===== config.mk =====
export PLATFORM = sky130hd
export DESIGN_NAME = sqwave_timer_out
export DESIGN_NICKNAME = d
export VERILOG_FILES = /design/src/rtl/sqwave_pkg.sv /design/src/rtl/sqwave_prescale.sv /design/src/rtl/sqwave_reload.sv /design/src/rtl/sqwave_counter.sv /design/src/rtl/sqwave_timer_out.sv
export SDC_FILE = /design/constraint.sdc
export NUM_CORES = 1
export LEC_CHECK = 0
export ABC_CLOCK_PERIOD_IN_PS = 4370
export BUFFER_PORTS_ARGS = -buffer_cell sky130_fd_sc_hd__buf_2
export CORE_MARGIN = 2
export CORE_UTILIZATION = 61
export DETAILED_ROUTE_END_ITERATION = 8
export GPL_TIMING_DRIVEN = 0
export PLACE_DENSITY = 0.82
export SLEW_MARGIN = 0
export SYNTH_ARGS = -nofsm -noshare
export SYNTH_HDL_FRONTEND = slang
export SYNTH_SLANG_ARGS = --single-unit

===== constraint.sdc =====
create_clock -name clk -period 4.37 [get_ports clk]
set_input_delay 0.2185 -clock clk [delete_from_list [all_inputs] [get_ports clk]]
set_output_delay 0.2185 -clock clk [all_outputs]
set_load 0.05 [all_outputs]

===== src/rtl/sqwave_pkg.sv =====
package sqwave_pkg;
    typedef enum logic [1:0] {
        MODE_IDLE   = 2'd0,
        MODE_TIMER  = 2'd1,
        MODE_CLKOUT = 2'd2
    } tmr_mode_e;
endpackage


===== src/rtl/sqwave_prescale.sv =====
module sqwave_prescale #(
    parameter int DIV = 2
) (
    input  logic clk,
    input  logic rst_n,
    input  logic en_i,
    output logic tick_o
);
    localparam int PW = (DIV > 1) ? $clog2(DIV) : 1;
    localparam logic [PW-1:0] LAST = PW'(DIV - 1);

    typedef struct packed {
        logic [PW-1:0] cnt;
    } pre_state_t;

    pre_state_t st_d, st_q;

    always_comb begin
        st_d = st_q;
        if (en_i) begin
            st_d.cnt = (st_q.cnt == LAST) ? '0 : st_q.cnt + 1'b1;
        end
    end

    always_ff @(posedge clk) begin
        if (!rst_n) st_q <= '0;
        else        st_q <= st_d;
    end

    assign tick_o = en_i && (st_q.cnt == LAST);

    generate
        if (DIV > 1) begin : g_spacing

            tick_spacing_chk: assert property (@(posedge clk) disable iff (!rst_n)
                tick_o |=> !tick_o);
        end
    endgenerate
endmodule


===== src/rtl/sqwave_reload.sv =====
module sqwave_reload #(
    parameter int CNT_W = 16
) (
    input  logic               clk,
    input  logic               rst_n,
    input  logic               hi_we_i,
    input  logic               lo_we_i,
    input  logic [CNT_W/2-1:0] wdata_i,
    output logic [CNT_W-1:0]   reload_o
);
    localparam int HW = CNT_W / 2;

    typedef struct packed {
        logic [HW-1:0] hi;
        logic [HW-1:0] lo;
    } rld_state_t;

    rld_state_t st_d, st_q;

    always_comb begin
        st_d = st_q;
        if (hi_we_i) st_d.hi = wdata_i;
        if (lo_we_i) st_d.lo = wdata_i;
    end

    always_ff @(posedge clk) begin
        if (!rst_n) st_q <= '0;
        else        st_q <= st_d;
    end

    assign reload_o = {st_q.hi, st_q.lo};


    hi_write_chk: assert property (@(posedge clk) disable iff (!rst_n)
        hi_we_i |=> reload_o[CNT_W-1:HW] == $past(wdata_i));
endmodule


===== src/rtl/sqwave_counter.sv =====
module sqwave_counter #(
    parameter int CNT_W = 16
) (
    input  logic             clk,
    input  logic             rst_n,
    input  logic             tick_i,
    input  logic             en_i,
    input  logic [CNT_W-1:0] reload_i,
    output logic             ovf_o
);
    typedef struct packed {
        logic [CNT_W-1:0] cnt;
    } cnt_state_t;

    cnt_state_t st_d, st_q;

    always_comb begin
        st_d  = st_q;
        ovf_o = tick_i && (&st_q.cnt);
        if (tick_i) begin
            st_d.cnt = ovf_o ? reload_i : st_q.cnt + 1'b1;
        end
    end

    always_ff @(posedge clk) begin
        if (!rst_n) st_q <= '0;
        else        st_q <= st_d;
    end


    reload_load_chk: assert property (@(posedge clk) disable iff (!rst_n)
        ovf_o |=> st_q.cnt == $past(reload_i));

    hold_when_stopped_chk: assert property (@(posedge clk) disable iff (!rst_n)
        !en_i |=> $stable(st_q.cnt));
endmodule


===== src/rtl/sqwave_timer_out.sv =====
module sqwave_timer_out
    import sqwave_pkg::*;
#(
    parameter int CNT_W   = 16,
    parameter int PRE_DIV = 2
) (
    input  logic               clk,
    input  logic               rst_n,
    input  logic               run,
    input  logic               ext_cnt_sel,
    input  logic               clk_out_en,
    input  logic               rld_hi_we,
    input  logic               rld_lo_we,
    input  logic [CNT_W/2-1:0] rld_wdata,
    output logic               clk_out,
    output logic               rollover,
    output logic               tmr_irq
);
    typedef struct packed {
        logic pin;
        logic roll;
        logic irq;
    } out_state_t;

    out_state_t st_d, st_q;
    tmr_mode_e  mode;
    logic       cnt_en;
    logic       tick;
    logic       ovf;
    logic [CNT_W-1:0] reload;

    always_comb begin
        if (!run || ext_cnt_sel) mode = MODE_IDLE;
        else if (clk_out_en)     mode = MODE_CLKOUT;
        else                     mode = MODE_TIMER;
    end

    assign cnt_en = (mode != MODE_IDLE);

    sqwave_prescale #(.DIV(PRE_DIV)) u_pre (
        .clk    (clk),
        .rst_n  (rst_n),
        .en_i   (cnt_en),
        .tick_o (tick)
    );

    sqwave_reload #(.CNT_W(CNT_W)) u_rld (
        .clk      (clk),
        .rst_n    (rst_n),
        .hi_we_i  (rld_hi_we),
        .lo_we_i  (rld_lo_we),
        .wdata_i  (rld_wdata),
        .reload_o (reload)
    );

    sqwave_counter #(.CNT_W(CNT_W)) u_cnt (
        .clk      (clk),
        .rst_n    (rst_n),
        .tick_i   (tick),
        .en_i     (cnt_en),
        .reload_i (reload),
        .ovf_o    (ovf)
    );

    always_comb begin
        st_d      = st_q;
        st_d.roll = ovf;
        st_d.irq  = ovf && (mode != MODE_CLKOUT);
        if (ovf && (mode == MODE_CLKOUT)) st_d.pin = !st_q.pin;
    end

    always_ff @(posedge clk) begin
        if (!rst_n) st_q <= '{pin: 1'b1, roll: 1'b0, irq: 1'b0};
        else        st_q <= st_d;
    end

    assign clk_out  = st_q.pin;
    assign rollover = st_q.roll;
    assign tmr_irq  = st_q.irq;


    pin_change_chk: assert property (@(posedge clk) disable iff (!rst_n)
        (clk_out != $past(clk_out)) |-> (rollover && $past(run && !ext_cnt_sel && clk_out_en)));

    irq_no_toggle_chk: assert property (@(posedge clk) disable iff (!rst_n)
        tmr_irq |-> (clk_out == $past(clk_out)));

    ext_sel_quiet_chk: assert property (@(posedge clk) disable iff (!rst_n)
        $past(ext_cnt_sel) |-> !rollover);
endmodule


==> flow_metrics.tcl <==
set metrics [dict create \
    timing.fmax_mhz 461 \
    worstPathArrival_ns 2.45 \
    ys_types 42 \
    grt_pass1_wl_um 6440 \
    htree_num_levels 2 \
    worst_setup_path_start_kind "flop" \
    routed_wire_length_per_instance_um 15.9 \
    final.setup_skew_ns 0.0104 \
    globalRoute.totalOverflow 0 \
    synthesized_nets 209 \
    seq_area_frac_synth_pct 43.1 \
    routed_wl_um 3910 \
    buffers_on_ports 14 \
    cts_hold_buf 0 \
    core_area_um2 2540 \
    power_density_nw_per_um2 333 \
    period_utilization_pct 49.6 \
    worst_setup_path_end_kind "flop" \
    die_h_um 56.4 \
    unrepaired_setup_endpoints_after_global_routing "false" \
    report.final.hold_viol_count 0 \
    gp_congestion 0.943 \
    cts_setup_buffers 0 \
    drt_pre_antenna_iters 4 \
    post_cts.resized_instances 0 \
    grt_pass1_vias 1372 \
    floorplan.initialDensity_pct 65.7 \
    timing.critical_path.fanout_max 10 \
    detail_route.drc_violations 0 \
    mappedNetlistArea_um2 1670 \
    num_io_pins 18 \
    tritoncts_clock_tree "yes" \
    layout.nets 230 \
    final_antenna_net_count 0 \
    finalSetupViolCount 0 \
    layout-drive-gt1-share_pct 13.5 \
    syn-instance-count 193 \
    final.setup.tns_ns 0 \
    worstSetupPathType "flop to flop" \
    worst_vdd_rail_ir_drop_mv 0.301 \
    final_cell_mix "dfxtp_1 (36), nor2_1 (19), nand2_1 (19), mux2i_1 (16), buf_2 (16)" \
    p_leak_nw 0.740 \
    grt_start_max_net_pins 12 \
    hold_class "input port to flop" \
    max-clock-path-buffers 2 \
    clock_tree.root_cell "clkbuf_4" \
    worst_pin_slew_ns 0.589 \
    clkSlewWorstSetupHoldPaths_ns 0.11 \
    async_flop_share_pct 0 \
    std_cell_rows 18 \
    antennaDiodeCount 0 \
    status "completed" \
    cap_violations 0 \
    dr_total_vias 1547 \
    syn_area_per_cell_um2 8.66 \
    grt_antenna_before_repair 0 \
    numCtsBuffers 5 \
    timing.final.crit_period_ns 2.17 \
    final_max_slew_viol_count 0 \
    synthToLayoutAreaGrowth_pct 11.0 \
    worst-r2r-cell-count 6 \
    synth_enable_flop_cells 0 \
    min_path_cells 3 \
    grtUsageTotal_pct 26.2 \
    worstPathRequired_ns 4.65 \
    worst_slew_margin_relative_to_its_limit_pct 60.7 \
    die_area_um2 3180 \
    yosys_register_bits 36 \
    post-dp-hpwl_um 2820 \
    routed_via_density 6.31 \
    die_x_um 56.4 \
    finalNonFillerCells 245 \
    synth_flop_cell "dfxtp_1" \
    worst_skew_pair.late_latency_ns 0.35 \
    clock_sink_count 36 \
    placedCellCount 237 \
    layout.cells.most_common "dfxtp_1" \
    yosys_warnings 0 \
    drt-initial-drc-count 84 \
]
cell usage after synthesis (4+ instances only):
cell      instances  share of area [%]
o22ai_1           7                2.6
nor2_1           19                4.3
nor3_1            4                1.2
nand4_1           8                3.0
o21ai_0           5                1.5
clkbuf_1         11                2.5
nand2_1          19                4.3
a21oi_1          10                3.0
mux2i_1          16                9.6
nand3_1          13                3.9
nor4_1            4                1.5
dfxtp_1          36                 43
kinds of logic (layout without fill, tap and decap cells):
logic type	after synthesis	count (layout)	synth area share, %
AND/OR/NAND/NOR	84	84	26.7
AO/OA/AOI/OAI	39	39	15.6
flip-flops	36	36	43.1
multiplexers	16	16	9.58
buffers and inverters	16	38	3.74
adder cells (fa/ha/maj)	1	1	0.748
XOR/XNOR	1	1	0.524
cell type report:
class | count | area [um^2]
clock inverter | 2 | 35.0
clock buffer | 6 | 41.3
tap | 30 | 37.5
fill | 201 | 689
timing repair buffer | 14 | 70.1
buffer | 13 | 51.3
multi-input combinational | 141 | 888
sequential | 36 | 721
inverter | 3 | 11.3
metal layers:
metal | GRT usage [%] | vias up | wire length, um
li1 | - | 761 | -
met1 | 35.3 | 703 | 1730
met2 | 38.5 | 73 | 1760
met3 | 6.45 | 10 | 328
met4 | 14.3 | 0 | 88
met5 | 0 | - | 0
state kept, by name, indices dropped and copies added (netlist names):
signal,flops
tmr_irq,1
u_cnt.st_q,16
rollover,1
clk_out,1
u_pre.st_q,1
u_rld.reload_o,16
metrics by stage:
step | setup WS, ns | total power [mW] | hold WS, ns | utilization (%) | cell area (um^2)
6_report | 2.20 | 0.617 | 0.116 | 72.9 | 1860
4_1_cts | 2.24 | 0.619 | 0.110 | 72.9 | 1860
5_1_grt | 1.97 | 0.639 | 0.112 | 72.9 | 1860
2_1_floorplan | 2.71 | 0.376 | 0.366 | - | 1670
3_5_place_dp | 2.28 | 0.391 | 0.473 | 69.9 | 1780
3_3_place_gp | 2.25 | 0.389 | 0.464 | 69.9 | 1780
worst paths after layout:
| check | start | to | slack [ns] |
|---|---|---|---|
| max | u_cnt.st_q[0]$_SDFFE_PN0P_ | u_cnt.st_q[13]$_SDFFE_PN0P_ | 2.20 |
| min | rld_wdata[1] | u_rld.reload_o[9]$_SDFFE_PN0P_ | 0.12 |
| max reg2reg | u_cnt.st_q[0]$_SDFFE_PN0P_ | u_cnt.st_q[13]$_SDFFE_PN0P_ | 2.20 |
| min reg2reg | u_rld.reload_o[1]$_SDFFE_PN0P_ | u_cnt.st_q[1]$_SDFFE_PN0P_ | 0.48 |
power breakdown:
part | internal (mW) | switching, mW | leakage (nW)
clock network | 0.120 | 0.114 | 0.0422
logic | 0.0164 | 0.0216 | 0.405
registers | 0.338 | 0.00756 | 0.294
worst max-delay path: stages (launching register included):
cell and delay (ns):
dfxtp_1 0.43, ha_1 0.27, nand4_1 0.22, nor4_1 0.56, buf_2 0.34, a2bb2oi_1 0.10
o22ai_1 0.17
(Power assumes the default switching activity.)
